**config.mk**
```make
export PLATFORM = sky130hd
export DESIGN_NAME = rxdma_ring_chan
export DESIGN_NICKNAME = d
export VERILOG_FILES = /design/src/rtl/rxdma_pkg.sv /design/src/rtl/rxdma_packer.sv /design/src/rtl/rxdma_desc_ctrl.sv /design/src/rtl/rxdma_ring_chan.sv
export SDC_FILE = /design/constraint.sdc
export NUM_CORES = 1
export LEC_CHECK = 0
export ABC_AREA = 1
export BUFFER_PORTS_ARGS = -buffer_cell sky130_fd_sc_hd__buf_2
export CORE_UTILIZATION = 61
export DETAILED_ROUTE_END_ITERATION = 12
export GPL_ROUTABILITY_DRIVEN = 0
export PLACE_DENSITY = 0.86
export REMOVE_ABC_BUFFERS = 1
export SLEW_MARGIN = 10
export SYNTH_ARGS = -nofsm -noshare
export SYNTH_HDL_FRONTEND = slang
export SYNTH_SLANG_ARGS = --single-unit
```
**constraint.sdc**
```tcl
create_clock -name clk -period 4.34 [get_ports clk]
set_input_delay 0.868 -clock clk [delete_from_list [all_inputs] [get_ports clk]]
set_output_delay 0.868 -clock clk [all_outputs]
set_load 0.01 [all_outputs]
```
**src/rtl/rxdma_pkg.sv**
```systemverilog
package rxdma_pkg;
  // descriptor geometry and word offsets
  localparam int DESC_BYTES = 16;
  localparam int OFS_BUF    = 0;
  localparam int OFS_LEN    = 4;
  localparam int OFS_CTL    = 12;
  // control/status bit positions inside word 3
  localparam int BIT_WRAP   = 15;
  localparam int BIT_IRQ    = 14;
  localparam int BIT_LAST   = 13;
  localparam int BIT_FULL   = 12;
  localparam int STAT_W     = 12;

  typedef enum logic [3:0] {
    ST_IDLE,
    ST_RD_BUF,
    ST_RD_LEN,
    ST_RD_CTL,
    ST_STALL,
    ST_FILL,
    ST_WR_DATA,
    ST_WB_LEN,
    ST_WB_CTL,
    ST_NEXT
  } chan_state_e;
endpackage

```
**src/rtl/rxdma_packer.sv**
```systemverilog
module rxdma_packer #(
  parameter int NLANE  = 4,
  parameter int LANE_W = $clog2(NLANE + 1)
) (
  input  logic               clk,
  input  logic               rst_n,
  input  logic               push,
  input  logic [7:0]         din,
  input  logic               clear,
  output logic [8*NLANE-1:0] word,
  output logic [NLANE-1:0]   be,
  output logic [LANE_W-1:0]  fill
);
  // fill = number of bytes already held in the word under assembly
  always_ff @(posedge clk or negedge rst_n) begin
    if (!rst_n)      fill <= '0;
    else if (clear)  fill <= '0;
    else if (push)   fill <= fill + 1'b1;
  end

  for (genvar g = 0; g < NLANE; g++) begin : g_lane
    always_ff @(posedge clk or negedge rst_n) begin
      if (!rst_n)                               word[8*g +: 8] <= '0;
      else if (push && fill == LANE_W'(g))      word[8*g +: 8] <= din;
    end
    assign be[g] = (fill > LANE_W'(g));
  end

  AST_PACK_NO_OVERFLOW: assert property (@(posedge clk) disable iff (!rst_n)
    push |-> fill < LANE_W'(NLANE));
endmodule

```
**src/rtl/rxdma_desc_ctrl.sv**
```systemverilog
module rxdma_desc_ctrl import rxdma_pkg::*; #(
  parameter int ADDR_W = 32,
  parameter int DATA_W = 32,
  parameter int LEN_W  = 16,
  parameter int NLANE  = DATA_W / 8,
  parameter int LANE_W = $clog2(NLANE + 1)
) (
  input  logic               clk,
  input  logic               rst_n,
  input  logic               cfg_en,
  input  logic               cfg_restart,
  input  logic [ADDR_W-1:0]  cfg_base,
  output logic               mem_req,
  output logic               mem_we,
  output logic [ADDR_W-1:0]  mem_addr,
  output logic [DATA_W-1:0]  mem_wdata,
  output logic [NLANE-1:0]   mem_be,
  input  logic [DATA_W-1:0]  mem_rdata,
  input  logic               mem_ready,
  input  logic               rx_valid,
  output logic               rx_ready,
  input  logic               rx_close,
  input  logic [STAT_W-1:0]  rx_status,
  output logic               irq,
  output logic               pack_push,
  output logic               pack_clear,
  input  logic [DATA_W-1:0]  pack_word,
  input  logic [NLANE-1:0]   pack_be,
  input  logic [LANE_W-1:0]  pack_fill
);
  localparam logic [ADDR_W-1:0] STEP_DESC = ADDR_W'(DESC_BYTES);
  localparam logic [ADDR_W-1:0] STEP_WORD = ADDR_W'(NLANE);

  chan_state_e       state;
  logic [ADDR_W-1:0] cur_ptr, buf_ptr, base_al;
  logic [LEN_W-1:0]  len_r, cnt_r, cnt_nxt;
  logic [STAT_W-1:0] stat_r;
  logic              wrap_r, irqen_r, early_r, done_r, irq_r;
  logic              hit_len, closing, lane_full;
  logic [DATA_W-1:0] len_word, ctl_word;

  assign base_al   = {cfg_base[ADDR_W-1:4], 4'h0};
  assign cnt_nxt   = cnt_r + 1'b1;
  assign hit_len   = (cnt_nxt == len_r);
  assign closing   = rx_close | hit_len;
  assign lane_full = (pack_fill == LANE_W'(NLANE - 1));
  assign irq       = irq_r;

  always_comb begin
    len_word = '0;
    len_word[LEN_W-1:0] = cnt_r;
    ctl_word = '0;
    ctl_word[BIT_WRAP]     = wrap_r;
    ctl_word[BIT_IRQ]      = irqen_r;
    ctl_word[BIT_LAST]     = early_r;
    ctl_word[BIT_FULL]     = 1'b1;
    ctl_word[STAT_W-1:0]   = stat_r;
  end

  // memory and stream handshake decode
  always_comb begin
    mem_req    = 1'b0;
    mem_we     = 1'b0;
    mem_addr   = cur_ptr;
    mem_wdata  = '0;
    mem_be     = '1;
    rx_ready   = 1'b0;
    pack_push  = 1'b0;
    pack_clear = 1'b0;
    unique case (state)
      ST_RD_BUF: begin
        mem_req  = 1'b1;
        mem_addr = cur_ptr + ADDR_W'(OFS_BUF);
      end
      ST_RD_LEN: begin
        mem_req  = 1'b1;
        mem_addr = cur_ptr + ADDR_W'(OFS_LEN);
      end
      ST_RD_CTL: begin
        mem_req  = 1'b1;
        mem_addr = cur_ptr + ADDR_W'(OFS_CTL);
      end
      ST_FILL: begin
        rx_ready  = 1'b1;
        pack_push = rx_valid;
      end
      ST_WR_DATA: begin
        mem_req    = 1'b1;
        mem_we     = 1'b1;
        mem_addr   = buf_ptr;
        mem_wdata  = pack_word;
        mem_be     = pack_be;
        pack_clear = mem_ready;
      end
      ST_WB_LEN: begin
        mem_req   = 1'b1;
        mem_we    = 1'b1;
        mem_addr  = cur_ptr + ADDR_W'(OFS_LEN);
        mem_wdata = len_word;
      end
      ST_WB_CTL: begin
        mem_req   = 1'b1;
        mem_we    = 1'b1;
        mem_addr  = cur_ptr + ADDR_W'(OFS_CTL);
        mem_wdata = ctl_word;
      end
      default: ;
    endcase
  end

  always_ff @(posedge clk or negedge rst_n) begin
    if (!rst_n) begin
      state   <= ST_IDLE;
      cur_ptr <= '0;
      buf_ptr <= '0;
      len_r   <= '0;
      cnt_r   <= '0;
      stat_r  <= '0;
      wrap_r  <= 1'b0;
      irqen_r <= 1'b0;
      early_r <= 1'b0;
      done_r  <= 1'b0;
      irq_r   <= 1'b0;
    end else begin
      irq_r <= 1'b0;
      unique case (state)
        ST_IDLE: if (cfg_en) begin
          cur_ptr <= base_al;
          state   <= ST_RD_BUF;
        end
        ST_RD_BUF: if (mem_ready) begin
          buf_ptr <= {mem_rdata[ADDR_W-1:2], 2'b00};
          state   <= ST_RD_LEN;
        end
        ST_RD_LEN: if (mem_ready) begin
          len_r <= mem_rdata[LEN_W-1:0];
          state <= ST_RD_CTL;
        end
        ST_RD_CTL: if (mem_ready) begin
          wrap_r  <= mem_rdata[BIT_WRAP];
          irqen_r <= mem_rdata[BIT_IRQ];
          cnt_r   <= '0;
          stat_r  <= '0;
          early_r <= 1'b0;
          done_r  <= 1'b0;
          if (mem_rdata[BIT_FULL])  state <= ST_STALL;
          else if (len_r == '0)     state <= ST_WB_LEN;
          else                      state <= ST_FILL;
        end
        ST_STALL: if (cfg_restart) state <= cfg_en ? ST_RD_BUF : ST_IDLE;
        ST_FILL: if (rx_valid) begin
          cnt_r <= cnt_nxt;
          if (closing) begin
            done_r  <= 1'b1;
            early_r <= rx_close;
            stat_r  <= rx_close ? rx_status : '0;
          end
          if (closing || lane_full) state <= ST_WR_DATA;
        end
        ST_WR_DATA: if (mem_ready) begin
          buf_ptr <= buf_ptr + STEP_WORD;
          state   <= done_r ? ST_WB_LEN : ST_FILL;
        end
        ST_WB_LEN: if (mem_ready) state <= ST_WB_CTL;
        ST_WB_CTL: if (mem_ready) begin
          irq_r <= irqen_r & ~early_r;
          state <= ST_NEXT;
        end
        ST_NEXT: begin
          cur_ptr <= wrap_r ? base_al : cur_ptr + STEP_DESC;
          state   <= cfg_en ? ST_RD_BUF : ST_IDLE;
        end
        default: state <= ST_IDLE;
      endcase
    end
  end

  AST_REQ_HOLD: assert property (@(posedge clk) disable iff (!rst_n)
    mem_req && !mem_ready |=> mem_req && $stable(mem_addr) && $stable(mem_we) && $stable(mem_wdata));
  AST_IRQ_SINGLE: assert property (@(posedge clk) disable iff (!rst_n)
    irq |=> !irq);
  AST_STALL_QUIET: assert property (@(posedge clk) disable iff (!rst_n)
    state == ST_STALL |-> !rx_ready && !mem_req);
  AST_BE_CONTIG: assert property (@(posedge clk) disable iff (!rst_n)
    mem_req && mem_we |-> mem_be != '0 && (NLANE'(mem_be + 1'b1) & mem_be) == '0);
  AST_CNT_BOUND: assert property (@(posedge clk) disable iff (!rst_n)
    state == ST_FILL |-> cnt_r < len_r);
endmodule

```
**src/rtl/rxdma_ring_chan.sv**
```systemverilog
module rxdma_ring_chan import rxdma_pkg::*; #(
  parameter int ADDR_W = 32,
  parameter int DATA_W = 32,
  parameter int LEN_W  = 16
) (
  input  logic                  clk,
  input  logic                  rst_n,
  input  logic                  cfg_en,
  input  logic                  cfg_restart,
  input  logic [ADDR_W-1:0]     cfg_base,
  output logic                  mem_req,
  output logic                  mem_we,
  output logic [ADDR_W-1:0]     mem_addr,
  output logic [DATA_W-1:0]     mem_wdata,
  output logic [DATA_W/8-1:0]   mem_be,
  input  logic [DATA_W-1:0]     mem_rdata,
  input  logic                  mem_ready,
  input  logic                  rx_valid,
  output logic                  rx_ready,
  input  logic [7:0]            rx_data,
  input  logic                  rx_close,
  input  logic [STAT_W-1:0]     rx_status,
  output logic                  irq
);
  localparam int NLANE  = DATA_W / 8;
  localparam int LANE_W = $clog2(NLANE + 1);

  logic              pack_push, pack_clear;
  logic [DATA_W-1:0] pack_word;
  logic [NLANE-1:0]  pack_be;
  logic [LANE_W-1:0] pack_fill;

  rxdma_packer #(.NLANE(NLANE), .LANE_W(LANE_W)) packer_i (
    .clk   (clk),
    .rst_n (rst_n),
    .push  (pack_push),
    .din   (rx_data),
    .clear (pack_clear),
    .word  (pack_word),
    .be    (pack_be),
    .fill  (pack_fill)
  );

  rxdma_desc_ctrl #(
    .ADDR_W(ADDR_W), .DATA_W(DATA_W), .LEN_W(LEN_W), .NLANE(NLANE), .LANE_W(LANE_W)
  ) ctrl_i (
    .clk         (clk),
    .rst_n       (rst_n),
    .cfg_en      (cfg_en),
    .cfg_restart (cfg_restart),
    .cfg_base    (cfg_base),
    .mem_req     (mem_req),
    .mem_we      (mem_we),
    .mem_addr    (mem_addr),
    .mem_wdata   (mem_wdata),
    .mem_be      (mem_be),
    .mem_rdata   (mem_rdata),
    .mem_ready   (mem_ready),
    .rx_valid    (rx_valid),
    .rx_ready    (rx_ready),
    .rx_close    (rx_close),
    .rx_status   (rx_status),
    .irq         (irq),
    .pack_push   (pack_push),
    .pack_clear  (pack_clear),
    .pack_word   (pack_word),
    .pack_be     (pack_be),
    .pack_fill   (pack_fill)
  );
endmodule

```
==> results.cfg, run 1 <==
[status]
status = complete, no violations

[grt]
grt-ovfl-total = 0
grt_max_degree = 108
grt_first_pass_wirelength_um = 42700
grtUsageTotal_pct = 35.1
grt_antenna_before_repair = 0
grt_pass1_vias = 8660

[detailed_routing]
wire_per_inst_um = 16.2
drt-initial-drc-count = 1209
vias = 9617
detail-route-antenna-nets = 0
viasPerCell = 5.84
drc = 0
dr.pass1.iters = 9
wl_um = 26600

[place]
hpwlAfterDp_um = 19000
dp.cells = 1614
io_buffers = 156

[cts]
cts_buffers = 17
cts.repair.resized = 0
cts_tree = built
cts_setup_buffers = 0
clkSlewWorstSetupHoldPaths_ns = 0.07
cts.sinks = 146
cts_root_buf = clkbuf_16
htreeDepth = 4
ctsHoldBuffers = 0
clk_latency_ns = 0.44
clockBufferDepth = 2

[sta]
worst_slew_pin_slew_ns = 0.982
slew_headroom_pct = 34.5
final.min_clock_period_ns = 3.40
setup_viol = 0
slew_violations = 0
rsz0062_at_grt = false
hold_viol_final = 0
fin_crit_sh_pct = 78.4
fin_skew_ns = 0.00710
max_freq_mhz = 294

[floorplan]
die_w_um = 124
fp-row-count = 44
dieHeight_um = 124
initial_utilization_pct = 62.5
fp.dieArea_mm2 = 0.0154
core_area_mm2 = 0.0146
ios = 163

[power]
p_sw_uw = 3010
power_uw = 6610
irDropWorstVdd_uv = 367
power_density_mw_per_mm2 = 623
intPower_uw = 3600
p_leak_uw = 0.00530
switching_share_pct = 45.6
p_clk_share_pct = 22.0
p_comb_share_pct = 40.4
sequentialPowerShare_pct = 37.7

[synthesis]
synth_area_leaders = dfrtp_1 40%, nand2_1 16%, o21ai_0 7.4%, inv_1 6.5%, nand3_1 5.0%
yosys_register_bits = 146
async_flop_share_pct = 100
synth_commonest_cells = 388 x nand2_1, 157 x inv_1, 146 x dfrtp_1
avgSynthCellArea_um2 = 6.95
yosys.area.top_type = dfrtp_1
netlist_area_mm2 = 0.00912
synth_cells = 1312
yosysWarnings = 0
synth_seq_area_share_pct = 40.0
yosysMostFrequentCell = nand2_1
synthFlopType = dfrtp_1
synth_top_cell_area_share_pct = 40.0
synthDistinctLibCells = 50
synth-edff-count = 0

[finish]
stdcell_count = 1647
nets = 1548
fillers = 1188
syn_to_final_growth_pct = 16.4
drive_gt1_share_pct = 15.4

[critical_path]
crit_required_ns = 3.47
crit_fanout = 41
slowest_stage = buf_4
cpMostUsedCell = inv_1
crit_type = reg -> out
max_stage_delay_ns = 0.38
r2r_slack_ns = 1.28
cp_cell_sequence = inv_1 > nor2_1 > nand2_4 > clkinv_1 > buf_4 > nand2_1 > o21ai_0 > inv_1 > buf_2
crit_arrival_ns = 2.54
crit_path_start_kind = flop
end_kind = output port

[job]
max_cap_viol_count = 0

[worst_hold_path]
hp-class = reg -> reg
## registers in the layout, indices dropped and copies added (netlist names), 3 cells and up
signal          flops
ctrl_i.stat_r      12
packer_i.fill       3
ctrl_i.cur_ptr     28
ctrl_i.state        4
packer_i.word      32
ctrl_i.cnt_r       16
ctrl_i.buf_ptr     30
ctrl_i.len_r       16
## kinds of logic (layout without fill, tap and decap cells)
| group | Yosys count | count (layout) | synth area share (%) |
|---|---|---|---|
| buf+inv | 215 | 364 | 9.15 |
| flops | 146 | 146 | 40.0 |
| other cells | 1 | 3 | 0.0411 |
| simple gates | 676 | 676 | 31.5 |
| xor+xnor | 28 | 28 | 2.84 |
| mux | 5 | 5 | 0.549 |
| fa+ha+maj | 8 | 8 | 1.10 |
| compound gates | 233 | 233 | 14.8 |
## worst max-delay path, delay by kind of cell (launching register included)
kind	cells	cell delay, ns
buffers and inverters	5	0.77
flip-flops	1	0.37
AO/OA/AOI/OAI	1	0.18
AND/OR/NAND/NOR	3	0.76
## area by class of cell
cell class	count	area, um^2	area share [%]
Clock buffer	17	425	4.00
Sequential cell	146	3650	34.4
Inverter	165	619	5.83
Clock inverter	15	160	1.51
Timing Repair Buffer	167	870	8.19
Tap cell	184	230	2.17
Multi-Input combinational cell	952	4660	43.9
Antenna cell	1	2.50	0.0236
## power by group through the flow
stage / clock network [uW] / logic, uW / registers (uW)
2_1_floorplan: 0 / 1840 / 2300
3_3_place_gp: 0 / 2510 / 2450
3_5_place_dp: 0 / 2610 / 2460
4_1_cts: 1460 / 2630 / 2460
5_1_grt: 1530 / 2990 / 2560
6_report: 1450 / 2670 / 2490
## path summary, 6_finish.rpt
| check | from | end | cells after the start |
|---|---|---|---|
| max | ctrl_i.state[2] | mem_addr[8] | 9 |
| min | ctrl_i.early_r | ctrl_i.irq | 1 |
| max reg2reg | ctrl_i.state[2] | ctrl_i.buf_ptr[8] | 11 |
| min reg2reg | ctrl_i.early_r | ctrl_i.irq | 1 |
| max in group asynchronous | rst_n | ctrl_i.cur_ptr[14] | 2 |
| min in group asynchronous | rst_n | ctrl_i.buf_ptr[26] | 1 |
## placed cells by master, fill, tap and decap left out, types with 4 or more instances in the layout
master | synthesis | final
inv_6 | 0 | 4
a31oi_1 | 6 | 6
ha_1 | 8 | 8
nor3_1 | 21 | 21
o21ai_0 | 135 | 135
nand4_1 | 23 | 23
mux2i_1 | 5 | 5
o22ai_1 | 26 | 26
dfrtp_1 | 146 | 146
nand2_1 | 388 | 387
clkbuf_16 | 0 | 17
buf_2 | 4 | 155
nor2_4 | 5 | 5
xor2_1 | 21 | 21
o211ai_1 | 30 | 30
nor4_1 | 11 | 11
inv_1 | 157 | 157
inv_8 | 0 | 6
nor2_2 | 5 | 6
xnor2_1 | 6 | 6
nand3_1 | 91 | 91
nor2_1 | 119 | 118
buf_4 | 2 | 11
a32oi_1 | 4 | 4
a21oi_1 | 15 | 15
clkinv_1 | 7 | 7
## through the flow
step / cell area, um^2 / worst slack, ns / util (%) / hold slack (ns) / TNS, ns
final: 10600 / 0.935 / 72.8 / 0.476 / 0
after global routing: 10600 / 0.813 / 72.8 / 0.487 / 0
after CTS: 10600 / 1.01 / 72.8 / 0.475 / 0
after detailed placement: 10000 / 1.20 / 68.8 / 0.459 / 0
after global placement: 10000 / 1.27 / 68.8 / 0.454 / 0
after floorplan: 8910 / -0.699 / - / 0.432 / -17.45
## metal layers
metal  global-route usage, %  share of wire (%)
met3                    8.33                9.4
met1                    48.5                 42
met2                    52.1                 45
met5                       0                  0
met4                    16.2                4.0
No activity file was read; power rests on OpenSTA's default activity.
==> run 2, diff against run 1 <==
--- a/config.mk
+++ b/config.mk
@@ -5,12 +5,12 @@
 export SDC_FILE = /design/constraint.sdc
 export NUM_CORES = 1
 export LEC_CHECK = 0
-export ABC_AREA = 1
+export ABC_AREA = 0
 export BUFFER_PORTS_ARGS = -buffer_cell sky130_fd_sc_hd__buf_2
-export CORE_UTILIZATION = 61
+export CORE_UTILIZATION = 51
 export DETAILED_ROUTE_END_ITERATION = 12
 export GPL_ROUTABILITY_DRIVEN = 0
-export PLACE_DENSITY = 0.86
+export PLACE_DENSITY = 0.77
 export REMOVE_ABC_BUFFERS = 1
 export SLEW_MARGIN = 10
 export SYNTH_ARGS = -nofsm -noshare
==> constraint.sdc (replaced) <==
create_clock -name clk -period 2.95 [get_ports clk]
set_input_delay 0.59 -clock clk [delete_from_list [all_inputs] [get_ports clk]]
set_output_delay 0.59 -clock clk [all_outputs]
set_load 0.01 [all_outputs]
==> results.cfg, run 2 <==
[synthesis]
avgSynthCellArea_um2 = 8.58
synth_cells = 1032
yosys_register_bits = 146
synth_top_cell_area_share_pct = 41.3
yosysWarnings = 0
synth_commonest_cells = 163 x nand2_1, 146 x dfrtp_1, 95 x a21oi_1, 95 x o21ai_0, 58 x nor2_1
yosys.area.top_type = dfrtp_1
synth_area_leaders = dfrtp_1 41%, nand2_1 6.9%, mux2_2 6.4%, a21oi_1 5.4%, o21ai_0 5.4%
async_flop_share_pct = 100
synth-edff-count = 0
synthDistinctLibCells = 76
netlist_area_mm2 = 0.00885
synth_seq_area_share_pct = 41.3
yosysMostFrequentCell = nand2_1
synthFlopType = dfrtp_1

[sta]
slew_violations = 0
hold_viol_final = 0
final.min_clock_period_ns = 2.84
max_freq_mhz = 352
slew_headroom_pct = 47.6
fin_skew_ns = 0.0107
fin_crit_sh_pct = 96.2
worst_slew_pin_slew_ns = 0.784
finalWorstSetupSlack_ns = 0.111
setup_viol = 0

[critical_path]
end_kind = output port
crit_required_ns = 2.36
crit_path_start_kind = flop
crit_fanout = 21
crit_arrival_ns = 2.25
crit_type = reg -> out

[floorplan]
ios = 163
initial_utilization_pct = 52.8
core_area_mm2 = 0.0168
fp.dieArea_mm2 = 0.0179
fp-row-count = 47
dieHeight_um = 134
die_w_um = 134

[finish]
layout_commonest_cell = nand2_1
largest-register = packer_i.word
fillers = 1456
largest_reg_flops = 32
syn_to_final_growth_pct = 18.1
drive_gt1_share_pct = 25.8
top_regs = packer_i.word: 32 flops, ctrl_i.buf_ptr: 30 flops, ctrl_i.cur_ptr: 28 flops
nets = 1271
mostFrequentLayoutCells = 162 x nand2_1, 155 x buf_2, 145 x dfrtp_1
stdcell_count = 1405

[cts]
cts_root_buf = clkbuf_16
clk_latency_ns = 0.43
cts_tree = built
cts_buffers = 17
cts.sinks = 146
ctsHoldBuffers = 0
clkSlewWorstSetupHoldPaths_ns = 0.06
cts_setup_buffers = 0
clockBufferDepth = 2
htreeDepth = 4

[grt]
grt_pass1_vias = 8128
grt-ovfl-total = 0
grt_max_degree = 75
grt_first_pass_wirelength_um = 41800
grtUsageTotal_pct = 29.6
grt_antenna_before_repair = 2

[detailed_routing]
detail-route-antenna-nets = 0
drc = 0
vias = 8690
wl_um = 26200
wire_per_inst_um = 18.6
dr.pass1.iters = 7
viasPerCell = 6.19
drt-initial-drc-count = 905

[power]
p_leak_uw = 0.00487
power_uw = 9960
irDropWorstVdd_uv = 543
power_density_mw_per_mm2 = 952

[place]
hpwlAfterDp_um = 18300
place_ws_ns = 0.232
io_buffers = 156
dp.cells = 1373

[worst_hold_path]
hp-class = in -> async

[status]
status = complete, no violations

[job]
max_cap_viol_count = 0
[run 2: kinds of logic after synthesis]
family | share of synthesized area (%)
muxes | 6.92
adders and majority gates | 1.13
other | 0.0424
DFF | 41.3
buffers and inverters | 5.60
xor gates and xnor gates | 1.78
AOI/OAI and AO/OA | 21.5
and+or+nand+nor | 21.8
[run 2: stage by stage]
| stage | hold WS (ns) | area (um^2) | setup TNS (ns) | utilization [%] |
|---|---|---|---|---|
| after floorplan | 0.294 | 8490 | -46.16 | - |
| after global placement | 0.478 | 9880 | 0 | 58.9 |
| after detailed placement | 0.484 | 9880 | 0 | 58.9 |
| after CTS | 0.0591 | 10400 | 0 | 62.3 |
| after global routing | 0.0666 | 10500 | -0.00137 | 62.4 |
| final | 0.0522 | 10500 | 0 | 62.4 |
[run 2: layer usage]
metal,vias up,global-route usage (%),routed length [um]
met5,-,0,0
met4,0,9.47,541
met3,45,7.04,2390
met2,449,44.7,12100
met1,4171,41.9,11100
li1,4025,-,-
[run 2: final timing paths]
| kind | from | endpoint | slack, ns | depth (start not counted) |
|---|---|---|---|---|
| setup / recovery | ctrl_i.state[2] | mem_wdata[15] | 0.11 | 6 |
| hold / removal | rst_n | packer_i.word[18] | 0.05 | 1 |
| setup reg to reg | ctrl_i.cnt_r[1] | ctrl_i.state[0] | 0.22 | 9 |
| hold reg to reg | packer_i.word[28] | packer_i.word[28] | 0.50 | 1 |
| max in group asynchronous | rst_n | ctrl_i.buf_ptr[23] | 2.13 | 2 |
| min in group clk | cfg_base[17] | ctrl_i.cur_ptr[17] | 0.39 | 2 |
[run 2: worst max-delay path, cell delays in order (launching register included)]
cell and delay, ns:
dfrtp_1 0.53, nor2b_1 0.24, and2_2 0.20, buf_4 0.22, a222oi_1 0.37, inv_1 0.11, buf_2 0.16
[run 2: area by class of cell]
cell class	count	area, um^2	area share (%)
Tap cell	220	275	2.63
Multi-Input combinational cell	781	4730	45.3
Clock buffer	18	429	4.10
Antenna cell	1	2.50	0.0239
Timing Repair Buffer	192	1100	10.5
Sequential cell	146	3650	34.9
Inverter	34	128	1.22
Clock inverter	13	139	1.33
[run 2: where the power goes]
part	switching, uW	total (uW)	internal [uW]
clock	897	2140	1240
combinational	2350	4070	1720
sequential	936	3760	2820
total	4180	9960	5780
[run 2: repair_timing]
| action | CTS | global route |
|---|---|---|
| pin swaps | 0 | 0 |
| gates resized for setup | 1 | 3 |
| setup endpoints to repair | 1 | 12 |
==> run 3, diff against run 2 <==
--- a/config.mk
+++ b/config.mk
@@ -8,9 +8,10 @@
 export ABC_AREA = 0
 export BUFFER_PORTS_ARGS = -buffer_cell sky130_fd_sc_hd__buf_2
 export CORE_UTILIZATION = 51
+export CTS_CLUSTER_DIAMETER = 120
 export DETAILED_ROUTE_END_ITERATION = 12
 export GPL_ROUTABILITY_DRIVEN = 0
-export PLACE_DENSITY = 0.77
+export PLACE_DENSITY_LB_ADDON = 0.3
 export REMOVE_ABC_BUFFERS = 1
 export SLEW_MARGIN = 10
 export SYNTH_ARGS = -nofsm -noshare
==> results.cfg, run 3 (synthesis results as in run 2) <==
[power]
irDropWorstVdd_uv = 568
power_uw = 10100
p_leak_uw = 0.00497
power_density_mw_per_mm2 = 948

[critical_path]
crit_arrival_ns = 3.12
timing.rr.start = ctrl_i.cnt_r[4]
crit_fanout = 13
reg2reg_depth = 8
end_kind = flop
crit_path_start_kind = flop
r2r-end = ctrl_i.stat_r[2]
r2r_slack_ns = 0.14
setup.worst_path.end = ctrl_i.stat_r[2]
crit_path_start = ctrl_i.cnt_r[4]
crit_required_ns = 3.26
crit_type = reg -> reg

[grt]
grtUsageTotal_pct = 30.0
grt-ovfl-total = 0
grt_first_pass_wirelength_um = 42300
top_usage_layer = met2
grt_pass1_vias = 8175
met3_usage_pct = 5.25
grt_antenna_before_repair = 3
use_met2_pct = 44.6
grt_max_degree = 57
use_met1_pct = 43.9

[worst_hold_path]
hp-class = in -> async

[sta]
hold_viol_final = 0
whs_ns = 0.115
setup_viol = 0
slew_headroom_pct = 44.9
fin_crit_sh_pct = 95.2
fin_skew_ns = 0.00935
rsz0062_at_grt = false
final.min_clock_period_ns = 2.81
slew_violations = 0
worst_slew_pin_slew_ns = 0.826
max_freq_mhz = 356
finalWorstSetupSlack_ns = 0.143

[status]
status = complete, no violations

[detailed_routing]
vias = 8745
wl_um = 26400
dr.pass1.iters = 7
drc = 0
detail-route-antenna-nets = 0
wire_per_inst_um = 18.6
viasPerCell = 6.15
drt-initial-drc-count = 1103

[finish]
stdcell_count = 1422
drive_gt1_share_pct = 26.9
layout_commonest_cell = nand2_1
syn_to_final_growth_pct = 19.9
nets = 1285
mostFrequentLayoutCells = 162 x nand2_1, 155 x buf_2, 145 x dfrtp_1
largest_reg_flops = 32
largest-register = packer_i.word
top_regs = packer_i.word: 32 flops, ctrl_i.buf_ptr: 30 flops, ctrl_i.cur_ptr: 28 flops

[cts]
htreeDepth = 4
cts.sinks = 146
cts_setup_buffers = 0
clockBufferDepth = 2
clk_latency_ns = 0.43
cts_root_buf = clkbuf_16
cts_tree = built
clkSlewWorstSetupHoldPaths_ns = 0.07
cts_buffers = 17

[floorplan]
core_area_mm2 = 0.0168
dieHeight_um = 134
ios = 163
initial_utilization_pct = 52.8
fp-row-count = 47
die_w_um = 134
fp.dieArea_mm2 = 0.0179

[place]
hpwlAfterDp_um = 18700
dp.cells = 1387
place_ws_ns = 0.246
io_buffers = 156

[job]
max_cap_viol_count = 0
## run 3: cell count changes in the layout (fill, tap and decap cells not counted), moves of 2 or more
| cell | delta |
|---|---|
| inv_8 | +6 |
| inv_6 | +2 |
| buf_12 | +2 |
| buf_4 | +13 |
| clkinvlp_4 | -2 |
| clkinv_2 | -3 |
| diode_2 | +2 |
## run 3: final cells by class
class	count	area (um^2)
inverters	34	128
well taps	220	275
repair buffers	206	1220
diodes	3	7.51
fillers	1480	6140
clock inverters	15	164
flip-flops and latches	146	3650
clock buffers	17	425
multi-input cells	781	4740
## run 3: repair_timing
action / 4_1_cts / 5_1_grt
gates resized for setup: 2 / 3
hold buffers: 0 / 0
endpoints found under the setup margin: 18 / 16
cloned: 0 / 0
## run 3: worst max-delay path: stages, from the launching register on
cell      delay, ns
dfrtp_1        0.52
nand3_2        0.28
nor4_4         0.49
and4b_1        0.27
a211oi_1       0.07
or4_4          0.58
nor2_2         0.19
buf_12         0.18
o21ai_0        0.10
## run 3: where the power goes
part	total (uW)	internal (uW)	switching [uW]
Sequential	3770	2820	945
Clock	2190	1200	981
Combinational	4120	1770	2350
Total	10100	5800	4270
## run 3: stage by stage
stage	util [%]	instance area (um^2)	TNS, ns
global placement	59.7	10000	0
finish	63.3	10600	0
detailed placement	59.7	10000	0
CTS	63.3	10600	0
floorplan	-	8490	-46.16
global route	63.3	10600	0
## run 3: metal layers
layer | vias up | share of wire [%]
met5 | - | 0
met4 | 0 | 1.9
met3 | 36 | 7.4
met2 | 388 | 46
met1 | 4249 | 45
li1 | 4072 | -
## run 3: worst min-delay path by stage
stage,end,from
2_1_floorplan,ctrl_i.buf_ptr[10],rst_n
3_3_place_gp,ctrl_i.irq,ctrl_i.early_r
3_5_place_dp,packer_i.word[18],packer_i.word[18]
4_1_cts,packer_i.word[18],rst_n
5_1_grt,packer_i.word[18],rst_n
6_report,packer_i.word[18],rst_n
